==> src/rtl/exc_vec_pkg.sv <==
package exc_vec_pkg;
  localparam int unsigned CODE_W = 5;
  localparam int unsigned DBG_W  = 6;

  typedef enum logic [2:0] {
    CLS_NONE, CLS_GEN, CLS_NMI, CLS_SRST, CLS_DBG
  } exc_cls_e;

  localparam logic [CODE_W-1:0] C_INT    = 5'd0;
  localparam logic [CODE_W-1:0] C_TLBL   = 5'd2;
  localparam logic [CODE_W-1:0] C_TLBS   = 5'd3;
  localparam logic [CODE_W-1:0] C_CPU    = 5'd11;
  localparam logic [CODE_W-1:0] C_CACHE  = 5'd30;
  localparam logic [CODE_W-1:0] C_SRST   = 5'd16;
  localparam logic [CODE_W-1:0] C_NMI    = 5'd17;
  localparam logic [CODE_W-1:0] C_DSTEP  = 5'd19;
  localparam logic [CODE_W-1:0] C_DINT   = 5'd20;
  localparam logic [CODE_W-1:0] C_DIBP   = 5'd21;
  localparam logic [CODE_W-1:0] C_DSWBP  = 5'd26;
  localparam logic [CODE_W-1:0] C_DLOAD  = 5'd27;
  localparam logic [CODE_W-1:0] C_DSTORE = 5'd28;
endpackage

==> src/rtl/exc_decode.sv <==
module exc_decode
  import exc_vec_pkg::*;
(
  input  logic [CODE_W-1:0] code_i,
  input  logic              dm_i,
  output exc_cls_e          cls_o,
  output logic [CODE_W-1:0] eff_code_o,
  output logic [DBG_W-1:0]  dbg_bit_o,
  output logic              step_o
);
  always_comb begin
    eff_code_o = (code_i == C_INT && dm_i) ? C_DINT : code_i;
    dbg_bit_o  = '0;
    step_o     = 1'b0;
    cls_o      = CLS_NONE;
    unique case (eff_code_o)
      5'd0, 5'd1, 5'd2, 5'd3, 5'd4, 5'd5, 5'd6, 5'd7, 5'd8, 5'd9,
      5'd10, 5'd11, 5'd12, 5'd13, 5'd15, 5'd24, 5'd30: cls_o = CLS_GEN;
      C_SRST:   cls_o = CLS_SRST;
      C_NMI:    cls_o = CLS_NMI;
      C_DSTEP:  begin cls_o = CLS_DBG; dbg_bit_o[0] = 1'b1; step_o = 1'b1; end
      C_DSWBP:  begin cls_o = CLS_DBG; dbg_bit_o[1] = 1'b1; end
      C_DLOAD:  begin cls_o = CLS_DBG; dbg_bit_o[2] = 1'b1; end
      C_DSTORE: begin cls_o = CLS_DBG; dbg_bit_o[3] = 1'b1; end
      C_DIBP:   begin cls_o = CLS_DBG; dbg_bit_o[4] = 1'b1; end
      C_DINT:   begin cls_o = CLS_DBG; dbg_bit_o[5] = 1'b1; end
      default:  cls_o = CLS_NONE;
    endcase
  end
endmodule

==> src/rtl/exc_target.sv <==
module exc_target
  import exc_vec_pkg::*;
#(
  parameter int unsigned    AW         = 32,
  parameter logic [AW-1:0]  BOOT_GEN   = 32'hBFC0_0200,
  parameter logic [AW-1:0]  RESET_VEC  = 32'hBFC0_0000,
  parameter logic [AW-1:0]  DEBUG_VEC  = 32'hBFC0_0480,
  parameter int unsigned    EBASE_LSB  = 10
) (
  input  exc_cls_e          cls_i,
  input  logic [CODE_W-1:0] code_i,
  input  logic              refill_i,
  input  logic              exl_i,
  input  logic              bev_i,
  input  logic              iv_i,
  input  logic [AW-1:0]     ebase_i,
  output logic [AW-1:0]     target_o
);
  localparam logic [AW-1:0] EBASE_MASK = ~((AW'(1) << EBASE_LSB) - AW'(1));
  localparam logic [AW-1:0] OFF_GEN    = AW'(32'h180);
  localparam logic [AW-1:0] OFF_IV     = AW'(32'h200);
  localparam logic [AW-1:0] OFF_CBOOT  = AW'(32'h100);
  localparam logic [AW-1:0] OFF_CRUN   = AW'(32'h2000_0100);

  logic [AW-1:0] base, offset;

  always_comb begin
    base   = bev_i ? BOOT_GEN : (ebase_i & EBASE_MASK);
    offset = OFF_GEN;
    if (code_i == C_INT && iv_i)                                      offset = OFF_IV;
    else if ((code_i == C_TLBL || code_i == C_TLBS) && refill_i && !exl_i) offset = '0;
    else if (code_i == C_CACHE)                                       offset = bev_i ? OFF_CBOOT : OFF_CRUN;
    unique case (cls_i)
      CLS_NMI, CLS_SRST: target_o = RESET_VEC;
      CLS_DBG:           target_o = DEBUG_VEC;
      default:           target_o = base + offset;
    endcase
  end
endmodule

==> src/rtl/exc_ret_addr.sv <==
module exc_ret_addr #(
  parameter int unsigned AW     = 32,
  parameter int unsigned INSN_B = 4
) (
  input  logic [AW-1:0] pc_i,
  input  logic          delay_slot_i,
  input  logic          no_adjust_i,
  output logic [AW-1:0] ret_o
);
  // delay-slot faults return to the branch
  assign ret_o = (delay_slot_i && !no_adjust_i) ? pc_i - AW'(INSN_B) : pc_i;
endmodule

==> src/rtl/exc_vector_unit.sv <==
module exc_vector_unit
  import exc_vec_pkg::*;
#(
  parameter int unsigned AW = 32
) (
  input  logic              clk_i,
  input  logic              rst_ni,
  input  logic              req_i,
  input  logic [CODE_W-1:0] code_i,
  input  logic              refill_i,
  input  logic [1:0]        cop_i,
  input  logic              delay_slot_i,
  input  logic [AW-1:0]     pc_i,
  input  logic              exl_i,
  input  logic              bev_i,
  input  logic              iv_i,
  input  logic              dm_i,
  input  logic [AW-1:0]     ebase_i,
  output logic              redirect_o,
  output logic [AW-1:0]     pc_o,
  output logic              bad_code_o,
  output logic [AW-1:0]     epc_o,
  output logic [AW-1:0]     error_epc_o,
  output logic [AW-1:0]     depc_o,
  output logic [CODE_W-1:0] exc_code_o,
  output logic              bd_o,
  output logic [1:0]        ce_o,
  output logic [DBG_W-1:0]  dbg_cause_o,
  output logic              set_exl_o,
  output logic              set_erl_o,
  output logic              set_bev_o,
  output logic              set_nmi_o,
  output logic              set_sr_o,
  output logic              enter_dm_o
);
  exc_cls_e          cls;
  logic [CODE_W-1:0] eff_code;
  logic [DBG_W-1:0]  dbg_bit;
  logic              step;
  logic [AW-1:0]     target, ret_pc;

  exc_decode u_dec (
    .code_i(code_i), .dm_i(dm_i), .cls_o(cls), .eff_code_o(eff_code),
    .dbg_bit_o(dbg_bit), .step_o(step)
  );

  exc_target #(.AW(AW)) u_tgt (
    .cls_i(cls), .code_i(eff_code), .refill_i(refill_i), .exl_i(exl_i),
    .bev_i(bev_i), .iv_i(iv_i), .ebase_i(ebase_i), .target_o(target)
  );

  exc_ret_addr #(.AW(AW)) u_ret (
    .pc_i(pc_i), .delay_slot_i(delay_slot_i), .no_adjust_i(step), .ret_o(ret_pc)
  );

  always_ff @(posedge clk_i or negedge rst_ni) begin
    if (!rst_ni) begin
      redirect_o  <= 1'b0;
      pc_o        <= '0;
      bad_code_o  <= 1'b0;
      epc_o       <= '0;
      error_epc_o <= '0;
      depc_o      <= '0;
      exc_code_o  <= '0;
      bd_o        <= 1'b0;
      ce_o        <= '0;
      dbg_cause_o <= '0;
      set_exl_o   <= 1'b0;
      set_erl_o   <= 1'b0;
      set_bev_o   <= 1'b0;
      set_nmi_o   <= 1'b0;
      set_sr_o    <= 1'b0;
      enter_dm_o  <= 1'b0;
    end else begin
      redirect_o <= 1'b0;
      bad_code_o <= 1'b0;
      set_exl_o  <= 1'b0;
      set_erl_o  <= 1'b0;
      set_bev_o  <= 1'b0;
      set_nmi_o  <= 1'b0;
      set_sr_o   <= 1'b0;
      enter_dm_o <= 1'b0;
      if (req_i) begin
        unique case (cls)
          CLS_GEN: begin
            redirect_o <= 1'b1;
            pc_o       <= target;
            exc_code_o <= eff_code;
            if (eff_code == C_CPU) ce_o <= cop_i;
            if (!exl_i) begin
              epc_o     <= ret_pc;
              bd_o      <= delay_slot_i;
              set_exl_o <= 1'b1;
            end
          end
          CLS_NMI, CLS_SRST: begin
            redirect_o  <= 1'b1;
            pc_o        <= target;
            error_epc_o <= ret_pc;
            set_erl_o   <= 1'b1;
            set_bev_o   <= 1'b1;
            set_nmi_o   <= (cls == CLS_NMI);
            set_sr_o    <= (cls == CLS_SRST);
            if (!exl_i) bd_o <= 1'b0;
          end
          CLS_DBG: begin
            redirect_o  <= 1'b1;
            pc_o        <= target;
            depc_o      <= ret_pc;
            dbg_cause_o <= dbg_cause_o | dbg_bit;
            enter_dm_o  <= 1'b1;
            if (!exl_i) bd_o <= 1'b0;
          end
          default: bad_code_o <= 1'b1;
        endcase
      end
    end
  end
endmodule

==> config.mk <==
export PLATFORM = sky130hd
export DESIGN_NAME = exc_vector_unit
export DESIGN_NICKNAME = d
export VERILOG_FILES = /design/src/rtl/exc_vec_pkg.sv /design/src/rtl/exc_decode.sv /design/src/rtl/exc_target.sv /design/src/rtl/exc_ret_addr.sv /design/src/rtl/exc_vector_unit.sv
export SDC_FILE = /design/constraint.sdc
export NUM_CORES = 1
export LEC_CHECK = 0
export BUFFER_PORTS_ARGS = -buffer_cell sky130_fd_sc_hd__buf_2
export CAP_MARGIN = 10
export CORE_ASPECT_RATIO = 1.4
export CORE_UTILIZATION = 45
export DETAILED_ROUTE_END_ITERATION = 10
export GPL_ROUTABILITY_DRIVEN = 1
export HOLD_SLACK_MARGIN = 0.1
export PLACE_DENSITY = 0.74
export SETUP_SLACK_MARGIN = 0.02
export SLEW_MARGIN = 20
export SYNTH_ARGS = -nofsm -noshare
export SYNTH_HDL_FRONTEND = slang
export SYNTH_SLANG_ARGS = --single-unit
==> constraint.sdc <==
create_clock -name clk_i -period 0.86 [get_ports clk_i]
set_clock_uncertainty 0.1 [all_clocks]
set_input_delay 0.129 -clock clk_i [delete_from_list [all_inputs] [get_ports clk_i]]
set_output_delay 0.129 -clock clk_i [all_outputs]
set_load 0.005 [all_outputs]
==> results by group, run 1 <==
Timing
  • Worst End Pin Type: sequential cell input
  • Grt repair worst endpoint: pc_o[31]$_DFFE_PN0P_/D

Logic synthesis
  • Cells after Synth: 644
  • Post-synth EDFFs: 0
  • #FFs+latches synth: 142
  • Ys async rst share: 1.00
  • Synthesized area: 6420 um^2
  • Yosys cell types: 58
  • Yosys warnings: 0
  • Top_reg_cell synth: dfrtp_1
  • Avg Synthesized Cell Area: 9.97 um^2
  • Seq/Total Area, Yosys: 0.553

Placed design
  • Placer Congestion: 0.854
  • Pre-CTS WS: -1.50 ns
  • PortBufs: 212
  • Area after DPL: 9130 um^2
  • Detail Placement HPWL: 14.8 mm

Floorplan
  • # rows: 51
  • Initial Util: 0.462
  • I/O pins: 230
  • Die width: 103 um
  • Chip Height: 143 um

Clock tree
  • H-tree levels: 4
  • Clk buf depth: 2
  • Clock sink count: 142
  • Root Buffer: clkbuf_16
  • Total CTS buffers: 17

Status
  • First error: [ERROR GRT-0232] Routing congestion too high. Check the congestion heatmap in the GUI.
  • Halt point of the flow: 5_1_grt
  • Status: did not finish

Global routing
  • Tot GR Track Use: 0.934
  • GRT Residual Overflow: 787
  • Largest net degree at the start of global routing: 25
[per-stage QoR]
step | hold slack (ns) | cells | util | setup TNS, ns
floorplan | -0.267 | 650 | - | -117.41
global placement | -0.0757 | 1153 | 0.656 | -154.99
detailed placement | -0.0781 | 1153 | 0.656 | -158.89
CTS | -0.125 | 1293 | 0.852 | -128.47
[cells by family after synthesis]
| logic type | synth area share |
|---|---|
| XOR/XNOR | 0.0600 |
| adder cells (fa/ha/maj) | 0.00585 |
| other | 0.000584 |
| AO/OA/AOI/OAI | 0.143 |
| multiplexers | 0.0191 |
| buffers and inverters | 0.0390 |
| flip-flops | 0.553 |
| AND/OR/NAND/NOR | 0.179 |
[cell usage after synthesis, drive strengths merged (8+ instances only)]
master / instances / share of area
clkbuf: 31 / 0.018
o21ai: 37 / 0.029
nand2: 52 / 0.030
nor2: 87 / 0.051
nor4: 17 / 0.018
a22o: 8 / 0.011
mux2: 10 / 0.018
buf: 13 / 0.013
xnor2: 29 / 0.040
nor2b: 10 / 0.0097
inv: 13 / 0.0076
dfrtp: 142 / 0.55
xor2: 15 / 0.020
nor3: 15 / 0.012
a21oi: 69 / 0.054
[routing by layer]
metal | overflow | track usage
met1 | 5 | 0.858
met2 | 619 | 1.20
met3 | 2 | 0.704
met4 | 161 | 1.06
met5 | 0 | 0.183
[repair_timing]
action / 4_1_cts
gates resized for setup: 241
buffers inserted: 95
endpoints found under the hold margin: 210
endpoints found under the setup margin: 282
cloned: 15
pin swaps: 109
hold buffers: 5
==> inputs of run 2 (changes only) <==
--- a/config.mk
+++ b/config.mk
@@ -7,13 +7,10 @@
 export LEC_CHECK = 0
 export BUFFER_PORTS_ARGS = -buffer_cell sky130_fd_sc_hd__buf_2
 export CAP_MARGIN = 10
-export CORE_ASPECT_RATIO = 1.4
-export CORE_UTILIZATION = 45
+export CORE_UTILIZATION = 40
 export DETAILED_ROUTE_END_ITERATION = 10
 export GPL_ROUTABILITY_DRIVEN = 1
-export HOLD_SLACK_MARGIN = 0.1
-export PLACE_DENSITY = 0.74
-export SETUP_SLACK_MARGIN = 0.02
+export PLACE_DENSITY_LB_ADDON = 0.15
 export SLEW_MARGIN = 20
 export SYNTH_ARGS = -nofsm -noshare
 export SYNTH_HDL_FRONTEND = slang
==> constraint.sdc (replaced) <==
create_clock -name clk_i -period 1.1 [get_ports clk_i]
set_clock_uncertainty 0.1 [all_clocks]
set_input_delay 0.165 -clock clk_i [delete_from_list [all_inputs] [get_ports clk_i]]
set_output_delay 0.165 -clock clk_i [all_outputs]
set_load 0.005 [all_outputs]
==> run 2 against run 1 <==
  * The flow now finishes, with violations (negative hold slack, negative setup slack)
  * Synthesized area unchanged
  * Synthesized cell count stayed put
==> results by group, run 2 <==
Status
  • Status: finished, violations left
  • Violated checks: negative hold slack, negative setup slack

Global routing
  • Vias in the first global route: 7603
  • Tot GR Track Use: 0.333
  • First-pass GRT wire length: 41.1 mm
  • Initial antenna violation count: 0
  • GRT Residual Overflow: 0
  • Largest net degree at the start of global routing: 38

Final layout
  • Commonest non-fill, non-tap cell in the layout: buf_4
  • Footprint of the multi-input gates: 4290 um^2
  • Area Growth Syn to Fin: 108%
  • Storage cell area: 3550 um^2
  • Nets@finish: 1264
  • Antenna Cells: 0
  • Design area: 13300 um^2
  • Final std cells w/o fill: 1405
  • Most frequent cells in the layout: buf_4 (247), buf_2 (194), dfrtp_1 (142)
  • Share of layout cells above drive strength 1: 0.678
  • Filler Cell Count: 704
  • Biggest regs: depc_o (32), epc_o (32), error_epc_o (32)

Floorplan
  • Chip Height: 129 um (-10%)
  • # rows: 45 (-12%)
  • DIE AREA: 16600 um^2
  • Core area: 15400 um^2
  • I/O pins: 230 (unchanged)
  • Initial Util: 0.416 (-0.0454)
  • Die width: 129 um (+25%)

Logic synthesis
  • #FFs+latches synth: 142 (unchanged)
  • Most area-consuming cells after synthesis: dfrtp_1 (55%), a21oi_1 (5.4%), nor2_1 (5.1%), xnor2_1 (4.0%), nand2_1 (3.0%)
  • Top_reg_cell synth: dfrtp_1
  • Synthesized area: 6420 um^2 (unchanged)
  • Synth top area share: 0.553 (unchanged)
  • Cell taking the most area after synthesis: dfrtp_1
  • Yosys warnings: 0 (unchanged)
  • Post-synth top cells: dfrtp_1 (142), nor2_1 (87), a21oi_1 (69)
  • Yosys cell types: 58 (unchanged)
  • Cells after Synth: 644 (unchanged)
  • Ys async rst share: 1.00 (unchanged)
  • Seq/Total Area, Yosys: 0.553 (unchanged)
  • Post-synth EDFFs: 0 (unchanged)
  • Avg Synthesized Cell Area: 9.97 um^2 (unchanged)
  • Dominant cell by count in the synthesized netlist: dfrtp_1

Routing
  • Met1 wire length: 12.0 mm
  • DR pass1 iterations: 7
  • Wire length on met2: 16.6 mm
  • Wire per inst: 24.0 um
  • Final wirelength: 33.7 mm
  • Routed Antenna Nets: 0
  • DR iter-0 viols: 608
  • Via count: 8074
  • Vias/cell: 5.75
  • Residual DRC: 0
  • Uppermost routed layer: met4
  • Met3 wire len: 2.65 mm

Setup path
  • Crit end category: flip-flop
  • Startpoint Class: primary input
  • Max Fanout on Critical Path: 3
  • Critical path type: in -> reg
  • Critical Path RT: 1.34 ns
  • Worst EP arrival: 2.06 ns

Timing
  • Tmin final: 1.82 ns
  • Fin crit share: 1.66
  • Final number of hold-violating endpoints: 1
  • Slew Limit Fails: 0
  • Hold WS: -0.00789 ns
  • Setup WS post-layout: -0.724 ns
  • Max frequency: 548 MHz
  • Setup Viol. Count Final: 282
  • Unrepaired setup endpoints after global routing: yes

Placed design
  • Area after DPL: 9190 um^2 (+0.69%)
  • PortBufs: 212 (unchanged)
  • Detail Placement HPWL: 15.6 mm (+5.0%)
  • Number of placed cells counting well taps: 1185 (+2.8%)
  • Pre-CTS WS: -1.13 ns (+0.368 ns)
  • Placer Congestion: 0.880 (+3.1%)

Power
  • Pwr Total: 20000 uW
  • Power per cell area: 1500 nW/um^2
  • Static leakage: 0.00622 uW
  • VDD IR max: 0.00122 V

Min path
  • Min-delay worst type: in -> reg

Clock tree
  • Clk buf depth: 2 (unchanged)
  • CTS tree: yes
  • H-tree levels: 4 (unchanged)
  • Root Buffer: clkbuf_16
  • Clock sink count: 142 (unchanged)
  • Total CTS buffers: 17 (unchanged)
  • Worst skew pair latency: 0.44 ns
  • Clock slew at reported path FFs: 0.06 ns

Flow run
  • Max Cap Viol: 0
run 2: metrics by stage:
stage	util	TNS (ns)
CTS	0.785	-76.68
global route	0.865	-94.24
detailed placement	0.596	-130.91
global placement	0.596	-125.30
floorplan	-	-88.81
finish	0.865	-86.37
run 2: worst max-delay path: stages:
cell      delay, ns
buf_8          0.10
nor4b_4        0.30
and3_4         0.25
ha_4           0.14
nand4_1        0.15
buf_6          0.19
nor4_4         0.18
a31oi_2        0.19
nand2b_1       0.19
a311oi_1       0.20
run 2: logic make-up (layout without fill, tap and decap cells):
logic type / count (synthesis) / in the layout / share of synthesized area
adder cells (fa/ha/maj): 3 / 3 / 0.00585
XOR/XNOR: 44 / 44 / 0.0600
AO/OA/AOI/OAI: 151 / 151 / 0.143
multiplexers: 11 / 11 / 0.0191
other: 1 / 7 / 0.000584
AND/OR/NAND/NOR: 234 / 234 / 0.179
buffers and inverters: 58 / 602 / 0.0390
flip-flops: 142 / 142 / 0.553
run 2: final cells by class:
class | count | area share
clock buffer | 18 | 0.0322
timing repair inverter | 2 | 0.00187
tap | 211 | 0.0198
sequential | 142 | 0.266
multi-input combinational | 450 | 0.322
clock inverter | 14 | 0.0144
timing repair buffer | 554 | 0.339
inverter | 14 | 0.00450
run 2: worst paths after layout:
check	from	endpoint	slack [ns]	cells past startpoint
max	dm_i	pc_o[31]$_DFFE_PN0P_	-0.72	10
min	code_i[0]	dbg_cause_o[2]$_DFFE_PN0P_	-0.008	3
max reg2reg	ce_o[1]$_DFFE_PN0P_	ce_o[1]$_DFFE_PN0P_	-0.03	3
min reg2reg	dbg_cause_o[4]$_DFFE_PN0P_	dbg_cause_o[4]$_DFFE_PN0P_	0.36	1
max in group asynchronous	rst_ni	exc_code_o[4]$_DFFE_PN0P_	0.30	3
min in group asynchronous	rst_ni	epc_o[22]$_DFFE_PN0P_	0.07	2
run 2: power by group:
part	total (uW)	switching, uW	internal (uW)	leakage [uW]
Clock	6290	2490	3800	0.000296
Combinational	6720	3100	3620	0.00424
Sequential	6970	714	6250	0.00168
run 2: layer usage:
metal / global-route usage / vias up
li1: - / 3316
met1: 0.396 / 3995
met2: 0.569 / 567
met3: 0.0661 / 196
met4: 0.180 / 0
met5: 0 / -
run 2: what timing repair did:
action,4_1_cts,5_1_grt
endpoints found under the setup margin,282,282
resized for setup,236,181
setup buffers,104,69
hold buffers,11,0
endpoints found under the hold margin,155,0
cloned,17,1
pin swaps,69,103
(Power assumes the default switching activity.)
==> inputs of run 3 (changes only) <==
--- a/config.mk
+++ b/config.mk
@@ -11,6 +11,7 @@
 export DETAILED_ROUTE_END_ITERATION = 10
 export GPL_ROUTABILITY_DRIVEN = 1
 export PLACE_DENSITY_LB_ADDON = 0.15
+export REMOVE_ABC_BUFFERS = 1
 export SLEW_MARGIN = 20
 export SYNTH_ARGS = -nofsm -noshare
 export SYNTH_HDL_FRONTEND = slang
==> run 3 against run 2 <==
  * The flow finishes with violations (negative setup slack)
  * Count of clock-buffer cells in the layout is 3 higher
  * Cell area is 11% lower
  * Utilization fell by 9.2 points
  * Clock power shrank 13%
  * Final cell count shrank 6.1%
  * First-iteration DRC count is 41% lower
  * Maximum frequency is 0.41% lower
  * Sequential share of layout area rose by 3.2 points
  * Combinational power fell by 27%
  * Die area unchanged
  * Sequential power decreased by 2%
  * Global-route usage fell by 4.6 points
  * Largest cell class is now multi-input gates
==> results by group, run 3 (synthesis results as in run 2) <==
Status
  • Status: finished, violations left
  • Violated checks: negative setup slack

Final layout
  • Final core occ: 0.773 (-0.0921)
  • Filler Cell Count: 977 (+39%)
  • Share of layout cells above drive strength 1: 0.605 (-0.0737)
  • Design area: 11900 um^2 (-11%)
  • Commonest non-fill, non-tap cell in the layout: buf_2
  • Area Growth Syn to Fin: 85.8%
  • Antenna Cells: 0 (unchanged)
  • Most frequent cells in the layout: buf_2 (200), buf_4 (183), dfrtp_1 (142)
  • Final std cells w/o fill: 1319 (-6.1%)
  • Nets@finish: 1179 (-6.7%)
  • Biggest regs: depc_o (32), epc_o (32), error_epc_o (32)

Floorplan
  • Chip Height: 129 um (unchanged)
  • Core area: 15400 um^2 (unchanged)
  • # rows: 45 (unchanged)
  • DIE AREA: 16600 um^2 (unchanged)
  • I/O pins: 230 (unchanged)
  • Initial Util: 0.416 (unchanged)
  • Die width: 129 um (unchanged)

Routing
  • Wire per inst: 19.0 um (-21%)
  • Final wirelength: 25.1 mm (-25%)
  • Routed Antenna Nets: 0 (unchanged)
  • DR iter-0 viols: 360 (-41%)
  • Residual DRC: 0 (unchanged)
  • Vias/cell: 5.32 (-7.4%)
  • DR pass1 iterations: 5 (-2)
  • Via count: 7016 (-13%)

Setup path
  • Critical path type: in -> reg
  • Startpoint Class: primary input
  • Register-to-Register Path Depth: 2 (-1)
  • Worst R2R Start: ce_o[1]$_DFFE_PN0P_
  • Critical R2R Capture: ce_o[1]$_DFFE_PN0P_
  • R2R setup slack: 0.10 ns (+0.13 ns)
  • Worst EP arrival: 2.04 ns (-0.02 ns)
  • Critical Path RT: 1.30 ns (-0.04 ns)
  • Max Fanout on Critical Path: 2 (-1)
  • Crit end category: flip-flop

Timing
  • Max frequency: 546 MHz (-0.41%)
  • Fin crit share: 1.67 (+0.00679)
  • Unrepaired setup endpoints after global routing: yes
  • Final number of hold-violating endpoints: 0 (-1)
  • Setup TNS: -84.00 ns (+2.37 ns)
  • Tmin final: 1.83 ns (+0.00747 ns)
  • Setup Viol. Count Final: 279 (-1.1%)
  • Hold WS: 0.00155 ns (+0.00944 ns)
  • Setup WS post-layout: -0.732 ns (-0.00747 ns)
  • Slew Limit Fails: 0 (unchanged)

Min path
  • Worst hold endpoint: exc_code_o[3]$_DFFE_PN0P_
  • Worst Hold Depth: 3 (unchanged)
  • Hold Startpoint: code_i[3]
  • Min-delay worst type: in -> reg

Clock tree
  • Clk buf depth: 2 (unchanged)
  • H-tree levels: 4 (unchanged)
  • Clock sink count: 142 (unchanged)
  • CTS tree: yes
  • Worst skew pair latency: 0.41 ns (-0.03 ns)
  • Clock slew at reported path FFs: 0.06 ns (about the same)
  • Total CTS buffers: 17 (unchanged)
  • Root Buffer: clkbuf_16

Placed design
  • Detail Placement HPWL: 14.4 mm (-7.1%)
  • Placer Congestion: 0.941 (+7.0%)
  • PortBufs: 212 (unchanged)
  • Number of placed cells counting well taps: 1174 (-0.93%)
  • Area after DPL: 8780 um^2 (-4.4%)

Global routing
  • Vias in the first global route: 6852 (-9.9%)
  • GRT Residual Overflow: 0 (unchanged)
  • First-pass GRT wire length: 36.1 mm (-12%)
  • Tot GR Track Use: 0.287 (-0.0462)
  • Largest net degree at the start of global routing: 41 (+7.9%)
  • Initial antenna violation count: 1 (+1)

Flow run
  • Max Cap Viol: 0 (unchanged)

Power
  • VDD IR max: 0.00128 V (+5.0%)
  • Static leakage: 0.00560 uW (-10%)
  • Power per cell area: 1440 nW/um^2 (-3.6%)
-- run 3: repair_timing --
item,4_1_cts,5_1_grt
setup buffers,35,61
gates cloned,12,0
setup endpoints to repair,279,281
gates resized for setup,212,118
hold buffers,12,0
pin swaps,94,76
hold endpoints to repair,156,0
-- run 3: worst max-delay path by stage --
stage	cells after the start	slack (ns)	start	to
after global placement	10	-1.32	code_i[1]	pc_o[30]$_DFFE_PN0P_
after CTS	7	-0.66	code_i[0]	ce_o[0]$_DFFE_PN0P_
after detailed placement	9	-1.41	code_i[1]	pc_o[31]$_DFFE_PN0P_
after floorplan	2	-4.61	code_i[3]	error_epc_o[0]$_DFFE_PN0P_
final	7	-0.73	code_i[0]	ce_o[0]$_DFFE_PN0P_
after global routing	12	-0.78	code_i[0]	bd_o$_DFFE_PN0P_
-- run 3: final cells by class --
class | instances | area [um^2] | share of cell area
clock buffers | 21 | 460 | 0.0386
clock inverters | 10 | 90.1 | 0.00755
inverters | 14 | 56.3 | 0.00472
multi-input cells | 450 | 3840 | 0.322
flip-flops and latches | 142 | 3550 | 0.298
well taps | 211 | 264 | 0.0221
repair buffers | 471 | 3660 | 0.307
-- run 3: critical path, cell delays in order --
cell       delay, ns
buf_8           0.10
buf_6           0.10
or3b_4          0.38
a2111oi_4       0.35
nor2_2          0.10
or4b_4          0.52
mux2_4          0.31
-- run 3: report_power, final --
group / switching, uW / leakage [uW] / internal [uW]
Combinational: 2250 / 0.00366 / 2640
Clock: 2250 / 0.000265 / 3210
Sequential: 601 / 0.00168 / 6260
Total: 5100 / 0.00560 / 12100
-- run 3: per-layer routing --
metal | GRT usage | wire length (um)
met5 | 0 | 11
met4 | 0.123 | 810
met3 | 0.0524 | 1510
met2 | 0.496 | 12900
met1 | 0.352 | 9900
-- run 3: through the flow --
step                total power, uW  setup slack, ns
global placement              10100            -1.32
CTS                           16400           -0.659
finish                        17200           -0.732
global route                  18000           -0.783
detailed placement            10300            -1.41
floorplan                      8100            -4.61
==> inputs of run 4 (changes only) <==
--- a/config.mk
+++ b/config.mk
@@ -8,6 +8,7 @@
 export BUFFER_PORTS_ARGS = -buffer_cell sky130_fd_sc_hd__buf_2
 export CAP_MARGIN = 10
 export CORE_UTILIZATION = 40
+export CTS_BUF_LIST = sky130_fd_sc_hd__clkbuf_8
 export DETAILED_ROUTE_END_ITERATION = 10
 export GPL_ROUTABILITY_DRIVEN = 1
 export PLACE_DENSITY_LB_ADDON = 0.15
==> run 4 against run 3 <==
  * The flow still finishes with violations (negative setup slack)
  * Die area did not move
  * Clock power fell by 27%
  * Sequential share of layout area fell by 1.6 points
  * Highest routed layer unchanged
  * Cell area rose by 5.6%
  * Final cell count rose by 3.7%
  * Routed wire length rose by 14%
  * Non-clock buffer count rose by 49
  * Count of clock-buffer cells in the layout fell by 2
  * Via count rose by 5.9%
  * First-iteration DRC count rose by 12%
  * Maximum frequency fell by 1.5%
==> results by group, run 4 (synthesis results as in run 2) <==
Final layout
  • Most frequent cells in the layout: buf_4 (211), buf_2 (201), dfrtp_1 (142)
  • Design area: 12600 um^2 (+5.6%)
  • Commonest non-fill, non-tap cell in the layout: buf_4
  • Final core occ: 0.816 (+0.0433)
  • Share of layout cells above drive strength 1: 0.674 (+0.0695)
  • Antenna Cells: 0 (unchanged)
  • Final std cells w/o fill: 1368 (+3.7%)
  • Biggest regs: depc_o (32), epc_o (32), error_epc_o (32)
  • Area Growth Syn to Fin: 96.2%
  • Nets@finish: 1228 (+4.2%)

Global routing
  • Largest net degree at the start of global routing: 41 (unchanged)
  • First-pass GRT wire length: 35.2 mm (-2.4%)
  • GRT Residual Overflow: 0 (unchanged)
  • Tot GR Track Use: 0.282 (-0.00516)
  • Vias in the first global route: 6726 (-1.8%)
  • Initial antenna violation count: 1 (unchanged)

Power
  • P_sw: 5460 uW (+7.1%)
  • Register share of total power: 0.414 (+0.016)
  • Power per cell area: 1330 nW/um^2 (-7.9%)
  • Static leakage: 0.00580 uW (+3.6%)
  • Comb power frac: 0.349 (+0.065)
  • Internal power: 11300 uW (-6.8%)
  • Sw Share: 0.326 (+0.0298)
  • VDD IR max: 0.000994 V (-22%)
  • Clock network power share: 0.237 (-0.080)

Flow run
  • Max Cap Viol: 0 (unchanged)

Floorplan
  • Core area: 15400 um^2 (unchanged)
  • DIE AREA: 16600 um^2 (unchanged)
  • Chip Height: 129 um (unchanged)
  • Initial Util: 0.416 (unchanged)
  • Die width: 129 um (unchanged)
  • I/O pins: 230 (unchanged)
  • # rows: 45 (unchanged)

Clock tree
  • CTS tree: yes
  • Clk buf depth: 2 (unchanged)
  • Root Buffer: clkbuf_8
  • H-tree levels: 4 (unchanged)
  • Total CTS buffers: 17 (unchanged)
  • Clock slew at reported path FFs: 0.09 ns (+0.03 ns)
  • Worst skew pair latency: 0.43 ns (+0.02 ns)
  • Clock sink count: 142 (unchanged)

Min path
  • Min-delay worst type: in -> async

Placed design
  • Number of placed cells counting well taps: 1174 (unchanged)
  • Placer Congestion: 0.941 (unchanged)
  • Detail Placement HPWL: 14.4 mm (unchanged)
  • Pre-CTS WS: -1.41 ns (unchanged)
  • Area after DPL: 8780 um^2 (unchanged)
  • PortBufs: 212 (unchanged)

Routing
  • Wire per inst: 20.9 um (+9.9%)
  • Final wirelength: 28.6 mm (+14%)
  • Routed Antenna Nets: 0 (unchanged)
  • Vias/cell: 5.43 (+2.1%)
  • Via count: 7431 (+5.9%)
  • DR pass1 iterations: 5 (unchanged)
  • DR iter-0 viols: 404 (+12%)
  • Residual DRC: 0 (unchanged)

Timing
  • Setup Viol. Count Final: 279 (unchanged)
  • Tmin final: 1.86 ns (+0.0275 ns)
  • Final number of hold-violating endpoints: 0 (unchanged)
  • Fin crit share: 1.69 (+0.0250)
  • Slew Limit Fails: 0 (unchanged)
  • Max frequency: 538 MHz (-1.5%)
  • Unrepaired setup endpoints after global routing: yes
  • Hold WS: 0.0330 ns (+0.0315 ns)
  • Setup WS post-layout: -0.759 ns (-0.0275 ns)

Setup path
  • Worst EP arrival: 2.10 ns (+0.06 ns)
  • Worst R2R Start: ce_o[1]$_DFFE_PN0P_
  • Crit-path cells: buf_8, buf_6, or3b_4, a2111oi_4, nor2_2, or4b_4, mux2_4
  • R2R setup slack: 0.09 ns (about the same)
  • Critical path origin: code_i[0]
  • Worst setup endpoint: ce_o[1]$_DFFE_PN0P_
  • Critical path's largest stage delay: 0.54 ns (+0.02 ns)
  • CP max stage cell: or4b_4
  • Critical path type: in -> reg
  • Register-to-Register Path Depth: 2 (unchanged)
  • Critical R2R Capture: ce_o[1]$_DFFE_PN0P_
  • Critical Path RT: 1.34 ns (+0.04 ns)
  • Max Fanout on Critical Path: 3 (+1)
  • Startpoint Class: primary input
  • Crit end category: flip-flop

Status
  • Violated checks: negative setup slack
  • Status: finished, violations left
-- run 4: changes by cell type in the layout (fill, tap and decap cells not counted), moves of 16 or more --
cell	previous run	this run
a21oi_1	41	21
nor2_1	78	56
clkbuf_8	2	19
nor2_4	5	21
a21oi_2	27	47
buf_4	183	211
-- run 4: layout make-up --
type | count | area (um^2)
clock inverter | 12 | 97.6
multi-input combinational | 450 | 4230
fill | 856 | 2830
sequential | 142 | 3550
inverter | 14 | 57.6
timing repair buffer | 520 | 4130
tap | 211 | 264
clock buffer | 19 | 262
-- run 4: per-stage QoR --
stage	TNS (ns)	power, uW
global placement	-137.28	10100
global route	-92.11	17500
detailed placement	-142.12	10300
CTS	-79.74	14900
finish	-82.82	16700
floorplan	-326.20	8100
-- run 4: how the worst min path moves through the flow --
stage,start,endpoint,cells past startpoint
finish,rst_ni,depc_o[30]$_DFFE_PN0P_,2
global route,rst_ni,depc_o[30]$_DFFE_PN0P_,2
CTS,pc_i[8],epc_o[8]$_DFFE_PN0P_,3
detailed placement,rst_ni,epc_o[20]$_DFFE_PN0P_,1
global placement,rst_ni,error_epc_o[20]$_DFFE_PN0P_,1
floorplan,rst_ni,bad_code_o$_DFF_PN0_,0
-- run 4: worst max-delay path, delay by kind of cell --
family	cells	cell delay, ns
compound gates	1	0.35
buf+inv	2	0.21
mux	1	0.32
simple gates	3	1.05
-- run 4: power groups by stage --
stage	sequential, uW	combinational [uW]	clock [uW]
floorplan	6960	1150	0
global placement	6850	3300	0
detailed placement	6900	3390	0
finish	6930	5840	3970
CTS	6840	4040	3980
global route	7000	6230	4270
-- run 4: metal layers --
layer | global-route usage | part of all wire
met3 | 0.0636 | 0.060
met2 | 0.475 | 0.52
met5 | 0 | 0.00038
met1 | 0.341 | 0.37
met4 | 0.140 | 0.043
-- run 4: what timing repair did --
item / CTS / global route
hold buffers: 17 / 1
hold endpoints to repair: 164 / 1
pin swaps: 88 / 126
setup buffers: 36 / 105
gates cloned: 11 / 7
setup endpoints to repair: 279 / 281
gates resized for setup: 199 / 261
